**src/rtl/tbf_pkg.sv**
```systemverilog
// Package: shared constants for the transmit byte FIFO.
// Assumes four byte lanes per entry; the lane count is not a parameter
// because the offset ports are two bits wide.
package tbf_pkg;
    localparam int LANES    = 4;
    localparam int LANE_W   = 8;
    localparam int ENTRY_W  = LANES * LANE_W;
endpackage

```
**src/rtl/tbf_store.sv**
```systemverilog
// Module: tbf_store
// Holds the entry array, the write pointer, the half-word assembly state and
// per-entry first/last tags. A write is dropped when all entries are full.
// Assumes DEPTH is a power of two so pointers wrap naturally.
module tbf_store #(
    parameter int DEPTH = 8,
    parameter int AW    = $clog2(DEPTH),
    parameter int CW    = $clog2(DEPTH + 1)
) (
    input  logic                        clk,
    input  logic                        rst_n,
    input  logic                        wide,
    input  logic                        big,
    input  logic                        wr_en,
    input  logic [tbf_pkg::ENTRY_W-1:0] wr_data,
    input  logic                        wr_last,
    input  logic                        mark_first,
    input  logic                        pop,
    output logic [tbf_pkg::ENTRY_W-1:0] head_data,
    output logic                        head_first,
    output logic                        head_last,
    output logic [CW-1:0]               entries,
    output logic                        half_pend,
    output logic                        acc,
    output logic [2:0]                  acc_bytes,
    output logic                        completes
);
    import tbf_pkg::*;

    logic [ENTRY_W-1:0] mem     [DEPTH];
    logic               first_f [DEPTH];
    logic               last_f  [DEPTH];
    logic [AW-1:0]      wptr;
    logic [AW-1:0]      rptr;
    logic               h_sel;

    // Accept a write only when a free entry exists.
    assign acc       = wr_en && (entries != CW'(DEPTH));
    assign acc_bytes = wide ? 3'd4 : 3'd2;
    assign completes = acc && (wide || half_pend);
    // Upper half goes first in big-endian mode, lower half in little-endian.
    assign h_sel     = half_pend ^ big;

    assign head_data  = mem[rptr];
    assign head_first = first_f[rptr];
    assign head_last  = last_f[rptr];

    // Data array write: full entry or one half.
    always_ff @(posedge clk) begin
        if (acc) begin
            if (wide)
                mem[wptr] <= wr_data;
            else
                mem[wptr][{h_sel, 4'b0000} +: 16] <= wr_data[15:0];
        end
    end

    // Tag write when an entry becomes complete.
    always_ff @(posedge clk) begin
        if (!rst_n) begin
            for (int i = 0; i < DEPTH; i++) begin
                first_f[i] <= 1'b0;
                last_f[i]  <= 1'b0;
            end
        end else if (completes) begin
            first_f[wptr] <= mark_first;
            last_f[wptr]  <= wr_last;
        end
    end

    // Pointer, half-assembly and entry-count bookkeeping.
    always_ff @(posedge clk) begin
        if (!rst_n) begin
            wptr      <= '0;
            rptr      <= '0;
            half_pend <= 1'b0;
            entries   <= '0;
        end else begin
            if (completes) wptr <= wptr + AW'(1);
            if (pop)       rptr <= rptr + AW'(1);
            if (acc && !wide) half_pend <= ~half_pend;
            entries <= entries + CW'(completes) - CW'(pop);
        end
    end

    assert_no_overflow_R1: assert property (@(posedge clk) disable iff (!rst_n)
        entries <= CW'(DEPTH));

    assert_pop_nonempty_R2: assert property (@(posedge clk) disable iff (!rst_n)
        pop |-> (entries != '0));
endmodule

```
**src/rtl/tbf_reader.sv**
```systemverilog
// Module: tbf_reader
// Byte-ordering reader: four constant lane pointers give the head entry's
// bytes in output order for each endianness; a position counter walks them,
// starting at the start offset in the first entry and stopping at the end
// offset in the last entry, so unused lanes are never presented.
// Assumes end_ofs >= start_ofs when one entry is both first and last.
module tbf_reader (
    input  logic                        clk,
    input  logic                        rst_n,
    input  logic                        big,
    input  logic [1:0]                  start_ofs,
    input  logic [1:0]                  end_ofs,
    input  logic                        head_avail,
    input  logic [tbf_pkg::ENTRY_W-1:0] head_data,
    input  logic                        head_first,
    input  logic                        head_last,
    input  logic                        stream_en,
    input  logic                        out_ready,
    output logic                        out_valid,
    output logic [7:0]                  out_data,
    output logic                        out_last,
    output logic                        pop,
    output logic [1:0]                  k_q
);
    import tbf_pkg::*;

    logic [7:0] ord_byte [LANES];
    logic [1:0] k_eff;
    logic       take;

    // One read pointer per output position, chosen by endianness.
    for (genvar j = 0; j < LANES; j++) begin : g_lane
        localparam int LE_LANE = j;
        localparam int BE_LANE = LANES - 1 - j;
        assign ord_byte[j] = big ? head_data[LANE_W*BE_LANE +: LANE_W]
                                 : head_data[LANE_W*LE_LANE +: LANE_W];
    end

    // Leading extraneous lanes are jumped over without a cycle.
    assign k_eff     = (head_first && (k_q < start_ofs)) ? start_ofs : k_q;
    assign out_valid = stream_en && head_avail;
    assign out_data  = ord_byte[k_eff];
    assign out_last  = head_last && (k_eff == end_ofs);
    assign take      = out_valid && out_ready;
    assign pop       = take && (out_last || (k_eff == 2'd3));

    // Position counter within the head entry.
    always_ff @(posedge clk) begin
        if (!rst_n)    k_q <= 2'd0;
        else if (pop)  k_q <= 2'd0;
        else if (take) k_q <= k_eff + 2'd1;
    end

    assert_hold_stable_R5: assert property (@(posedge clk) disable iff (!rst_n)
        (out_valid && !out_ready) |=>
            (out_valid && $stable(out_data) && $stable(out_last)));

    assert_last_closes_R3: assert property (@(posedge clk) disable iff (!rst_n)
        (take && out_last) |=> !out_valid);
endmodule

```
**src/rtl/tbf_dma.sv**
```systemverilog
// Module: tbf_dma
// Refill requester: asks for data while occupancy is at or below threshold,
// sizes each grant (block or empty-fill) and tracks the open burst.
// Assumes writes in the acknowledge cycle itself are not part of the burst.
module tbf_dma #(
    parameter int OW = 6
) (
    input  logic          clk,
    input  logic          rst_n,
    input  logic          empty_fill,
    input  logic          in_pkt,
    input  logic          last_written,
    input  logic [OW-1:0] occ,
    input  logic [OW-1:0] free,
    input  logic [OW-1:0] thr_bytes,
    input  logic          dma_ack,
    input  logic          wr_acc,
    input  logic [2:0]    wr_bytes,
    input  logic          wr_last_acc,
    output logic          dma_req,
    output logic [OW-1:0] dma_len
);
    logic          busy;
    logic [OW-1:0] left;

    // Grant size: whole free space, or threshold capped by free space.
    assign dma_len = empty_fill ? free : ((thr_bytes < free) ? thr_bytes : free);
    assign dma_req = in_pkt && !last_written && !busy && (occ <= thr_bytes);

    // Burst open/close tracking.
    always_ff @(posedge clk) begin
        if (!rst_n) begin
            busy <= 1'b0;
            left <= '0;
        end else if (!in_pkt) begin
            busy <= 1'b0;
        end else if (busy) begin
            if (wr_acc) begin
                if (wr_last_acc || (left <= OW'(wr_bytes))) busy <= 1'b0;
                else left <= left - OW'(wr_bytes);
            end
        end else if (dma_req && dma_ack && (dma_len != '0)) begin
            busy <= 1'b1;
            left <= dma_len;
        end
    end

    assert_ack_opens_R6: assert property (@(posedge clk) disable iff (!rst_n)
        (dma_req && dma_ack && (dma_len != '0)) |=> !dma_req);
endmodule

```
**src/rtl/tx_byte_fifo.sv**
```systemverilog
// Module: tx_byte_fifo (top)
// Transmit byte FIFO: DMA-side word writes in, ordered bytes out.
// Holds packet state (offsets, open/closed, streaming, underrun) and derives
// byte occupancy and free space for the reader and the refill requester.
// Assumes one packet at a time: pkt_start only after the previous one closed.
module tx_byte_fifo #(
    parameter int DEPTH = 8,
    parameter int THR_W = 4,
    localparam int AW   = $clog2(DEPTH),
    localparam int CW   = $clog2(DEPTH + 1),
    localparam int OW   = CW + 2
) (
    input  logic             clk,
    input  logic             rst_n,
    input  logic             cfg_wide,
    input  logic             cfg_big,
    input  logic             cfg_empty_fill,
    input  logic [THR_W-1:0] cfg_thr_words,
    input  logic             pkt_start,
    input  logic [1:0]       pkt_start_ofs,
    input  logic             wr_en,
    input  logic [31:0]      wr_data,
    input  logic             wr_last,
    input  logic [1:0]       wr_end_ofs,
    output logic             dma_req,
    input  logic             dma_ack,
    output logic [OW-1:0]    dma_len,
    output logic             out_valid,
    input  logic             out_ready,
    output logic [7:0]       out_data,
    output logic             out_last,
    output logic             underrun
);
    logic [31:0]   head_data;
    logic          head_first, head_last, half_pend;
    logic [CW-1:0] entries;
    logic          acc, completes, pop;
    logic [2:0]    acc_bytes;
    logic [1:0]    k_q;
    logic          in_pkt, first_pend, last_written, stream_on;
    logic [1:0]    start_q, end_q;
    logic [OW-1:0] occ, free, thr_bytes;
    logic          final_take;

    assign thr_bytes  = OW'({cfg_thr_words, 1'b0});
    assign occ        = {entries, 2'b00} + OW'({half_pend, 1'b0}) - OW'(k_q);
    assign free       = OW'(DEPTH * 4) - {entries, 2'b00} - OW'({half_pend, 1'b0});
    assign final_take = out_valid && out_ready && out_last;

    tbf_store #(.DEPTH(DEPTH), .AW(AW), .CW(CW)) u_store (
        .clk        (clk),
        .rst_n      (rst_n),
        .wide       (cfg_wide),
        .big        (cfg_big),
        .wr_en      (wr_en),
        .wr_data    (wr_data),
        .wr_last    (wr_last),
        .mark_first (first_pend),
        .pop        (pop),
        .head_data  (head_data),
        .head_first (head_first),
        .head_last  (head_last),
        .entries    (entries),
        .half_pend  (half_pend),
        .acc        (acc),
        .acc_bytes  (acc_bytes),
        .completes  (completes)
    );

    tbf_reader u_reader (
        .clk        (clk),
        .rst_n      (rst_n),
        .big        (cfg_big),
        .start_ofs  (start_q),
        .end_ofs    (end_q),
        .head_avail (entries != '0),
        .head_data  (head_data),
        .head_first (head_first),
        .head_last  (head_last),
        .stream_en  (stream_on),
        .out_ready  (out_ready),
        .out_valid  (out_valid),
        .out_data   (out_data),
        .out_last   (out_last),
        .pop        (pop),
        .k_q        (k_q)
    );

    tbf_dma #(.OW(OW)) u_dma (
        .clk          (clk),
        .rst_n        (rst_n),
        .empty_fill   (cfg_empty_fill),
        .in_pkt       (in_pkt),
        .last_written (last_written),
        .occ          (occ),
        .free         (free),
        .thr_bytes    (thr_bytes),
        .dma_ack      (dma_ack),
        .wr_acc       (acc),
        .wr_bytes     (acc_bytes),
        .wr_last_acc  (acc && wr_last),
        .dma_req      (dma_req),
        .dma_len      (dma_len)
    );

    // Packet lifecycle: open, first-entry tag, last write, offsets.
    always_ff @(posedge clk) begin
        if (!rst_n) begin
            in_pkt       <= 1'b0;
            first_pend   <= 1'b0;
            last_written <= 1'b0;
            start_q      <= 2'd0;
            end_q        <= 2'd3;
        end else if (pkt_start) begin
            in_pkt       <= 1'b1;
            first_pend   <= 1'b1;
            last_written <= 1'b0;
            start_q      <= pkt_start_ofs;
        end else begin
            if (completes) first_pend <= 1'b0;
            if (acc && wr_last) begin
                last_written <= 1'b1;
                end_q        <= wr_end_ofs;
            end
            if (final_take) in_pkt <= 1'b0;
        end
    end

    // Streaming gate: above threshold or whole packet present.
    always_ff @(posedge clk) begin
        if (!rst_n || pkt_start)          stream_on <= 1'b0;
        else if (final_take)              stream_on <= 1'b0;
        else if (in_pkt && ((occ > thr_bytes) || last_written))
                                          stream_on <= 1'b1;
    end

    // Sticky starvation flag, cleared by the next packet.
    always_ff @(posedge clk) begin
        if (!rst_n || pkt_start) underrun <= 1'b0;
        else if (in_pkt && stream_on && (entries == '0) && !last_written)
                                 underrun <= 1'b1;
    end

    assert_underrun_sticky_R8: assert property (@(posedge clk) disable iff (!rst_n)
        (underrun && !pkt_start) |=> underrun);
endmodule

```
**config.mk**
```make
export PLATFORM = sky130hd
export DESIGN_NAME = tx_byte_fifo
export DESIGN_NICKNAME = d
export VERILOG_FILES = /design/src/rtl/tbf_pkg.sv /design/src/rtl/tbf_store.sv /design/src/rtl/tbf_reader.sv /design/src/rtl/tbf_dma.sv /design/src/rtl/tx_byte_fifo.sv
export SDC_FILE = /design/constraint.sdc
export NUM_CORES = 1
export LEC_CHECK = 0
export ABC_CLOCK_PERIOD_IN_PS = 4300
export BUFFER_PORTS_ARGS = -buffer_cell sky130_fd_sc_hd__buf_4
export CORE_MARGIN = 3
export CORE_UTILIZATION = 58
export DETAILED_ROUTE_END_ITERATION = 10
export PLACE_DENSITY = 0.81
export SYNTH_ARGS = -nofsm -noshare
export SYNTH_HDL_FRONTEND = slang
export SYNTH_SLANG_ARGS = --single-unit
```
**constraint.sdc**
```tcl
create_clock -name clk -period 4.3 [get_ports clk]
set_input_delay 0.86 -clock clk [delete_from_list [all_inputs] [get_ports clk]]
set_output_delay 0.86 -clock clk [all_outputs]
set_load 0.1 [all_outputs]
```
==> results list <==
- In this run the deepest clock path goes through 3 buffers.
- Kind of path behind the tightest hold check: flip-flop to flip-flop
* TritonCTS clock tree: built
- VDD sags by at most 0.000394 V.
* Total area of multi-input combinational cells: 4620 µm²
- The die is 158 µm tall.
- By area the synthesized netlist is led by sky130_fd_sc_hd__edfxtp_1 57%, sky130_fd_sc_hd__mux4_2 14%, sky130_fd_sc_hd__dfxtp_1 7.0%.
- Worst Tran Pin Value: 0.931 ns
* Die Outline Area: 25,000 µm²
- Maximum fanout count along the critical path: 5
- Critical path endpoint category: output pin
- Total number of vias: 7,668
- The first global-routing pass estimated 45,400 µm of wire.
- Dividing the final minimum period by the clock period gives 0.982.
* Std-Cell Rows: 55
- Summing every instance area after synthesis gives 13,400 µm².
* Number of endpoints failing setup at the final stage: 0
- Total power per unit cell area: 517 nW/µm²
- Synth warnings: 0
- At the worst endpoint, the required time is 3.44 ns.
- The slowest stage of the critical path belongs to the cell sky130_fd_sc_hd__mux4_2.
* Capture point of the worst reg-to-reg path: u_store.entries[2]
- Final cell count without fillers: 1,217
- The final layout contains routed wiring with a total length of 29,700 µm.
* Routability Congestion: 0.902
* Leakage component of the power: 5.17 nW
- Net switching fraction of the power: 0.294
- For this run, the top clock speed supported by timing is 237 MHz.
- After detailed routing, the average wire length per cell comes to 24.4 µm.
- The biggest area contributor in the post-synthesis netlist is sky130_fd_sc_hd__edfxtp_1.
- Setup repair after global routing could not meet its margin everywhere.
* Via count of the first global-routing pass: 7,878
- STA classifies the critical path startpoint as a flip-flop.
* Top flip-flop cell by instance count after synthesis: sky130_fd_sc_hd__edfxtp_1
* Die extent in x: 158 µm
- Clock power share: 0.340
- Core region area: 22,700 µm²
- After layout, the minimum clock period comes to 4.22 ns.
* Leading cell types in the layout, fill and taps excluded: 256 x sky130_fd_sc_hd__edfxtp_1, 84 x sky130_fd_sc_hd__mux4_2, 79 x sky130_fd_sc_hd__buf_4
* Endpoint of the worst hold-timing path: u_dma.left[1]
- In this run, the number of DRC markers left after iteration 0 of detailed routing was 678.
- Filler instances: 1,452
- In this run the tightest slew margin relative to its limit is 0.379.
* Residual overflow from global routing: 0
* Latest clock arrival within the worst-skew pair: 0.56 ns
* # IOs: 68
- Detail-routed via count per cell: 6.30
- Between clock sinks in the finished design, the worst skew comes to 0.0105 ns.
* Setup slack of the worst register-to-register path: 0.58 ns
- Synth async-reset ratio: 0
- HPWL after detailed placement: 18,700 µm
- Most frequent standard cell in the layout excluding fill and tap cells: sky130_fd_sc_hd__edfxtp_1
- Internal power: 5.70 mW
* Remaining antenna violation count after routing: 0
- Counting both buffers and inverters, the worst setup path holds a total of 2.
- The number of hold-slack violations in the final timing report came to 0.
- The share of the Yosys chip area taken by registers is 0.643.
* FF+latch count, synth: 303
* Total global-route track usage: 0.243
- Synthesis produced a netlist whose cell count is 838.
* CTS clk-pin slew, worst paths: 0.06 ns
- After detailed routing, the number of remaining DRC violations is 0.
* Number of max-cap violations: 0
- In this run the most critical hold path is launched from u_dma.left[1].
* Minimum setup slack after placement: 0.324 ns
* Quantity of hold-fixing buffers added after cts: 0
- CTS built an H-tree with a depth of 1.
* Worst-case reg-to-reg path depth: 16
* Clock root cell: sky130_fd_sc_hd__clkbuf_16
* Minimum hold slack: 0.466 ns
- Max-slew violation total from the final report: 0
- Part of the power in registers: 0.426
- Cell count after placement: 1,160
- For this design, the sink count on the clock tree is 303.
- The worst hold path was traced through 2 stages.
- Data on the critical path arrives at its endpoint at 3.36 ns.
- Across all setup checks in the final design, the least slack found is 0.0795 ns.
* Post-layout net count: 989
- In the final layout, the share of cells above drive strength 1 is 0.301.
* Outcome: finished clean
* Net count after synthesis: 919
- Delay of the slowest cell on the worst path: 0.53 ns
* Sequential cell area: 8640 µm²
- On the critical path the largest part of the delay comes from multiplexers.
- The synthesized netlist contains 66 unique library cells.
- Fraction of synthesized cell area taken by the top area cell type: 0.572
- Psw: 2.37 mW
- Combinational power share: 0.234
* Syn avg cell area: 16.0 µm²
- Worst setup path class: flip-flop to output pin
* Initial antenna violation count: 1
- Largest net degree at the start of global routing: 65
* Total CTS buffers: 29
- Input and output buffers added on the ports amount to 66.
- Number of iterations in the first detailed-routing pass: 7
- After layout, the design draws a total of 8.08 mW.
- EDFF count, synth: 256
- Signed area change from the synthesized netlist to the final layout: 16.3%
- Critical path, cell by cell: mux4_2 -> mux2_4 -> nand2_4 -> mux2i_4 -> buf_6 -> mux4_2 -> mux2i_4 -> buf_12
* Starting density of the core: 0.591
==> power groups by stage <==
stage / logic [mW] / registers [mW] / clock network, mW
6_report: 1.89 / 3.44 / 2.75
5_1_grt: 2.01 / 3.45 / 2.89
4_1_cts: 1.84 / 3.44 / 2.77
3_5_place_dp: 1.76 / 3.50 / 0
3_3_place_gp: 1.73 / 3.49 / 0
2_1_floorplan: 1.35 / 3.47 / 0
==> synth_stat cells (all sizes together) (7+ instances only) <==
master and number:
a211oi 7, mux2 18, o21ai 24, xnor2 8, dfxtp 47, buf 13
inv 27, nor2 53, ha 28, nand2 45, mux2i 45, mux4 84
edfxtp 256, nor3 10, clkbuf 42, nand3 11, a21oi 40
==> flip-flops by register name, summed over array words and instances, names as in the netlist, named ones only <==
signal / cells
end_q: 2
first_pend: 1
in_pkt: 1
last_written: 1
start_q: 2
stream_on: 1
u_dma.busy: 1
u_dma.left: 5
u_reader.k_q: 2
u_store.entries: 4
u_store.first_f: 8
u_store.half_pend: 1
u_store.last_f: 8
u_store.mem: 256
u_store.rptr: 3
u_store.wptr: 3
underrun: 1
==> area by class of cell <==
class                   count  share of cell area
clock inverters            21              0.0193
flip-flops and latches    303               0.553
multi-input cells         452               0.296
clock buffers              33              0.0474
well taps                 285              0.0228
diodes                      1            0.000160
repair buffers             94              0.0538
inverters                  28             0.00689
==> logic make-up after synthesis <==
family | share of synthesized area
flip-flops | 0.643
AND/OR/NAND/NOR | 0.0568
multiplexers | 0.191
AO/OA/AOI/OAI | 0.0472
buffers and inverters | 0.0247
adder cells (fa/ha/maj) | 0.0306
XOR/XNOR | 0.00718
other | 0.000279
==> worst register-to-register path: cells and delay by family (launching register included) <==
family | cells | cell delay [ns]
and+or+nand+nor | 3 | 0.25
AOI/OAI and AO/OA | 1 | 0.21
adders and majority gates | 4 | 1.08
DFF | 1 | 0.38
xor gates and xnor gates | 1 | 0.14
buffers and inverters | 4 | 0.39
muxes | 3 | 1.16
==> per-stage QoR <==
stage | TNS, ns | util | cell area, µm²
2_1_floorplan | 0 | - | 13600
3_3_place_gp | 0 | 0.634 | 14400
3_5_place_dp | 0 | 0.634 | 14400
4_1_cts | -0.0346 | 0.684 | 15500
5_1_grt | -0.0750 | 0.687 | 15600
6_report | 0 | 0.687 | 15600
==> routing by layer <==
layer  GRT usage  wire length (µm)  vias to the layer above
met5           0                 0                        -
met4      0.0688               783                        0
met3      0.0385              1870                       65
met2       0.423             15400                      285
met1       0.322             11600                     3907
li1            -                 -                     3411
==> worst max-delay path by stage <==
stage                             startpoint          end  slack [ns]  cells after the start
after detailed placement  u_store.entries[1]   dma_len[4]        0.32                     11
final                              flip-flop  out_data[6]        0.08                      8
after floorplan           u_store.entries[1]   dma_len[4]        0.16                     10
after CTS                          flip-flop  out_data[5]       -0.02                      8
after global placement    u_store.entries[1]   dma_len[1]        0.40                     12
after global routing      u_store.entries[1]   dma_len[1]       -0.05                     12
==> timing repair <==
| action | in CTS | in global routing |
|---|---|---|
| pin swaps | 0 | 1 |
| setup buffers | 0 | 2 |
| endpoints found under the setup margin | 12 | 13 |
| resized for setup | 27 | 17 |
(Power assumes the default switching activity.)
